`src/rtl/mrc_pkg.sv`:
```
package mrc_pkg;
    // Width of the reconstructed value for even n
    function automatic int unsigned out_width(input int unsigned n);
        return 5 * n + 1;
    endfunction

    // Correction for two one's-complemented subtrahends in the final sum
    localparam int unsigned SUB_CORR = 2;
endpackage

```
`src/rtl/mrc_csa.sv`:
```
module mrc_csa #(
    parameter int unsigned WIDTH = 8
) (
    input  logic [WIDTH-1:0] a_i,
    input  logic [WIDTH-1:0] b_i,
    input  logic [WIDTH-1:0] c_i,
    output logic [WIDTH-1:0] sum_o,
    output logic [WIDTH-1:0] carry_o   // already weighted by 2, MSB carry dropped
);
    logic [WIDTH-1:0] maj;

    for (genvar i = 0; i < WIDTH; i++) begin : g_cell
        assign sum_o[i] = a_i[i] ^ b_i[i] ^ c_i[i];
        assign maj[i]   = (a_i[i] & b_i[i]) | (a_i[i] & c_i[i]) | (b_i[i] & c_i[i]);
    end

    assign carry_o = {maj[WIDTH-2:0], 1'b0};

    logic [WIDTH-1:0] in_total;
    logic [WIDTH-1:0] out_total;
    always_comb begin
        in_total  = a_i + b_i + c_i;
        out_total = sum_o + carry_o;
        AST_CSA_CONSERVES: assert (in_total == out_total);
    end
endmodule

```
`src/rtl/mrc_digit.sv`:
```
module mrc_digit #(
    parameter int unsigned N = 4
) (
    input  logic [N-1:0] x5_i,
    input  logic [N-1:0] x1_lo_i,
    input  logic [N-1:0] y_lo_i,
    output logic [N-1:0] v_o
);
    logic [N-1:0] s;
    logic [N-1:0] c;

    // v = x5 - x1 + y (mod 2^N): one inverted subtrahend, +1 as carry-in
    mrc_csa #(.WIDTH(N)) u_csa (
        .a_i    (x5_i),
        .b_i    (~x1_lo_i),
        .c_i    (y_lo_i),
        .sum_o  (s),
        .carry_o(c)
    );

    assign v_o = s + c + N'(1);

    logic [N-1:0] residue_gap;
    always_comb begin
        residue_gap = v_o + x1_lo_i - y_lo_i - x5_i;
        AST_DIGIT_CONGRUENT: assert (residue_gap == '0);
    end
endmodule

```
`src/rtl/mrc_final_stage.sv`:
```
module mrc_final_stage #(
    parameter int unsigned N = 4
) (
    input  logic [2*N-1:0]                     y_i,
    input  logic [2*N:0]                       x1_i,
    input  logic [N-1:0]                       x5_i,
    output logic [mrc_pkg::out_width(N)-1:0]   x_o
);
    localparam int unsigned W = mrc_pkg::out_width(N);

    localparam logic [W:0] ONE       = (W+1)'(1);
    localparam logic [W:0] MOD_SMALL = (ONE << (2*N)) - ONE;
    localparam logic [W:0] MOD_BIG   = (ONE << (2*N+1)) - ONE;
    localparam logic [W:0] DYN_RANGE = (MOD_SMALL * MOD_BIG) << N;

    typedef struct packed {
        logic [W-1:0] h1;   // {v, Y, x1}
        logic [W-1:0] h2;   // ~{v, Y}
        logic [W-1:0] h3;   // ~(v << 2N+1)
        logic [W-1:0] h4;   // v
    } terms_t;

    logic [N-1:0] v;
    terms_t       terms;
    logic [W-1:0] s1, c1, s2, c2;

    mrc_digit #(.N(N)) u_digit (
        .x5_i   (x5_i),
        .x1_lo_i(x1_i[N-1:0]),
        .y_lo_i (y_i[N-1:0]),
        .v_o    (v)
    );

    // X = {v,Y,x1} - {v,Y} - (v << 2N+1) + v
    always_comb begin
        terms.h1 = {v, y_i, x1_i};
        terms.h2 = ~{{(2*N+1){1'b0}}, v, y_i};
        terms.h3 = ~{{(2*N){1'b0}}, v, {(2*N+1){1'b0}}};
        terms.h4 = {{(4*N+1){1'b0}}, v};
    end

    mrc_csa #(.WIDTH(W)) u_csa_a (
        .a_i(terms.h1), .b_i(terms.h2), .c_i(terms.h3),
        .sum_o(s1), .carry_o(c1)
    );

    mrc_csa #(.WIDTH(W)) u_csa_b (
        .a_i(s1), .b_i(c1), .c_i(terms.h4),
        .sum_o(s2), .carry_o(c2)
    );

    assign x_o = s2 + c2 + W'(mrc_pkg::SUB_CORR);

    logic inputs_valid;
    always_comb begin
        inputs_valid = (y_i != '1) && (x1_i != '1);
        AST_LOW_DIGIT: assert (x_o[N-1:0] == x5_i);
        AST_IN_RANGE: assert (!inputs_valid || ({1'b0, x_o} < DYN_RANGE));
        AST_ZERO_MAPS_ZERO: assert (!((y_i == '0) && (x1_i == '0) && (x5_i == '0)) || (x_o == '0));
    end
endmodule

```
`config.mk`:
```
export PLATFORM = sky130hd
export DESIGN_NAME = mrc_final_stage
export DESIGN_NICKNAME = d
export VERILOG_FILES = /design/src/rtl/mrc_pkg.sv /design/src/rtl/mrc_csa.sv /design/src/rtl/mrc_digit.sv /design/src/rtl/mrc_final_stage.sv
export SDC_FILE = /design/constraint.sdc
export NUM_CORES = 1
export LEC_CHECK = 0
export BUFFER_PORTS_ARGS = -buffer_cell sky130_fd_sc_hd__clkbuf_2
export CORE_MARGIN = 1.5
export CORE_UTILIZATION = 60
export DETAILED_ROUTE_END_ITERATION = 8
export PLACE_DENSITY = 0.88
export SLEW_MARGIN = 20
export SYNTH_ARGS = -nofsm -noshare
export SYNTH_HDL_FRONTEND = slang
export SYNTH_SLANG_ARGS = --single-unit
export TNS_END_PERCENT = 30
```
`constraint.sdc`:
```
create_clock -name vclk -period 9.3
set_clock_uncertainty 0.1 [all_clocks]
set_input_delay 0.465 -clock vclk [all_inputs]
set_output_delay 0.465 -clock vclk [all_outputs]
set_load 0.01 [all_outputs]
```
==> flow_summary.json <==
{
  "io_pins": 42,
  "area_growth_pct": 13.0,
  "design_area_um2": 2170,
  "hold_depth": 5,
  "dpl_worst_slack_ns": 3.46,
  "io_buffers": 42,
  "antennaDiodeCount": 0,
  "dr.pass1.iters": 4,
  "routed_wirelength_mm": 3.83,
  "finalSetupViolCount": 0,
  "dp_cells": 319,
  "die_area_um2": 3550,
  "synth.area.top_cells": "ha_1 (42%), inv_1 (11%), xnor2_1 (11%)",
  "vias": 1687,
  "synth_compound_area_frac": 0.164,
  "yosys-top-cells-count": "ha_1 (64), inv_1 (58), xnor2_1 (23)",
  "ant_nets": 0,
  "dp_hpwl_mm": 3.42,
  "worst_path_max_delay_cell": "fa_1",
  "grtUsageTotal": 0.219,
  "worst_pin_slew_ns": 0.568,
  "hold_buffers": 0,
  "synthAdderAreaFrac": 0.485,
  "synth-simple-area-share": 0.0815,
  "synth_top_area_frac": 0.417,
  "drcViolationCount": 0,
  "synth_area_per_cell_um2": 8.16,
  "finalNonFillerCells": 319,
  "crit_chain": "clkbuf_2, inv_1, fa_1, inv_1, ha_1, nor2b_1, o21ai_0, nand2b_1, xnor2_2, inv_1, ha_1, inv_1, ha_1, ha_1, ha_1, and3_2, and3_1, a221o_1, a2111o_1, o2111ai_1, clkbuf_2",
  "power_density_nw_per_um2": 389,
  "cp_common_cell": "ha_1",
  "rows": 20,
  "vias_per_cell": 5.29,
  "cpPeakStageDelay_ns": 0.58,
  "cts_resized": 0,
  "gp_congestion": 0.881,
  "end_kind": "primary output",
  "status": "complete, no violations",
  "critPathLaunchType": "primary input",
  "globalRoute.totalOverflow": 0,
  "final_nets": 368,
  "worstSetupStartpoint": "y_i[1]",
  "fin_setup_tns_ns": 0,
  "hp-start": "y_i[0]",
  "critPathKind": "in -> out",
  "ys_seq_area_frac": 0,
  "placed_cell_area_um2": 2170,
  "yosysMostFrequentCell": "ha_1",
  "antenna_found_initial": 0,
  "arrival_ns": 5.27,
  "drv_cap": 0,
  "core_area_um2": 3050,
  "cts_setup_buffers": 0,
  "synth_area_um2": 1920,
  "die_w_um": 59.5,
  "grt_pass1_wl_mm": 6.20,
  "clock_buffers": 0,
  "dr.first_iter.drc_count": 95,
  "yosys_warnings": 0,
  "total_power_mw": 0.843,
  "start_util": 0.628,
  "synthMuxAreaShare": 0,
  "min_period_over_period": 0.628,
  "drive_gt1_frac": 0.193,
  "dieHeight_um": 59.5,
  "grt_pass1_vias": 1514,
  "rsz0062_at_grt": "no",
  "maxSlewHeadroom": 0.621,
  "synthXorXnorAreaFrac": 0.147,
  "ir_drop_v": 0.000254,
  "crit_end": "x_o[18]",
  "cp_max_fo": 6,
  "nFillCells": 265,
  "max_freq_mhz": 171,
  "holdCritPathClass": "in -> out",
  "synthCells": 235,
  "postSynthNetCount": 326,
  "synth_top_family_by_area": "adder cells",
  "fin_ws_ns": 3.46,
  "drv_slew": 0,
  "critPathRequiredTime_ns": 8.74,
  "hold_violations": 0,
  "layout_min_cycle_time_ns": 5.84,
  "post_drt_wl_per_cell_um": 12.0,
  "flops_and_latches": 0,
  "grt_max_degree": 10,
  "synth_top_area_cell": "ha_1",
  "ff_latch_area_um2": 0,
  "p_leak_nw": 1.29,
  "ys_types": 45
}
==> per-layer routing <==
| metal | GRT usage | up-vias | part of all wire | wire (µm) |
|---|---|---|---|---|
| met4 | 0.0540 | 0 | 0.020 | 76 |
| met2 | 0.380 | 43 | 0.48 | 1830 |
| met1 | 0.300 | 764 | 0.47 | 1800 |
| met5 | 0 | - | 0 | 0 |
| met3 | 0.00655 | 8 | 0.033 | 125 |
| li1 | - | 872 | - | - |
==> cell usage in the layout (no fill, tap or decap), drive strengths merged, types with 2 or more instances in the layout <==
cell type and count:
nand3 3, clkbuf 42, ha 64, a21oi 16, nand2b 2, a21o 6, and3 2, nor2 4
xor2 4, fa 6, a31oi 4, a31o 2, nand2 7, o211ai 2, nor2b 3, o21ai 5
inv 58, nor3 3, xnor2 24, or2 2
==> cells by family (layout without fill, tap and decap cells) <==
| group | count (synthesis) | in the layout |
|---|---|---|
| AO/OA/AOI/OAI | 46 | 46 |
| XOR/XNOR | 29 | 29 |
| adder cells (fa/ha/maj) | 71 | 71 |
| buffers and inverters | 60 | 100 |
| AND/OR/NAND/NOR | 29 | 29 |
==> power breakdown <==
| group | internal [mW] | switching [mW] |
|---|---|---|
| clock network | 0 | 0 |
| registers | 0 | 0 |
| logic | 0.381 | 0.462 |
| total | 0.381 | 0.462 |
==> metrics by stage <==
stage | hold slack, ns | util
2_1_floorplan | 1.23 | -
3_3_place_gp | 1.47 | 0.710
3_5_place_dp | 1.48 | 0.710
4_1_cts | 1.47 | 0.710
5_1_grt | 1.54 | 0.710
6_report | 1.47 | 0.710
==> final cells by class <==
type,count,area (µm²),area share
Tap cell,44,55.1,0.0254
Multi-Input combinational cell,175,1690,0.777
Inverter,58,218,0.100
Timing Repair Buffer,42,210,0.0969
==> worst min-delay path by stage <==
stage | slack [ns] | to
after detailed placement | 1.48 | x_o[0]
after global placement | 1.47 | x_o[0]
final | 1.47 | x_o[0]
after floorplan | 1.23 | x_o[0]
after CTS | 1.47 | x_o[0]
after global routing | 1.54 | x_o[0]
==> worst max-delay path, delay by kind of cell <==
kind | cells | cell delay, ns
simple gates | 4 | 0.71
fa+ha+maj | 6 | 2.19
buf+inv | 6 | 0.55
compound gates | 4 | 1.02
xor+xnor | 1 | 0.35
Note: power is estimated with default switching activity, not from simulation.
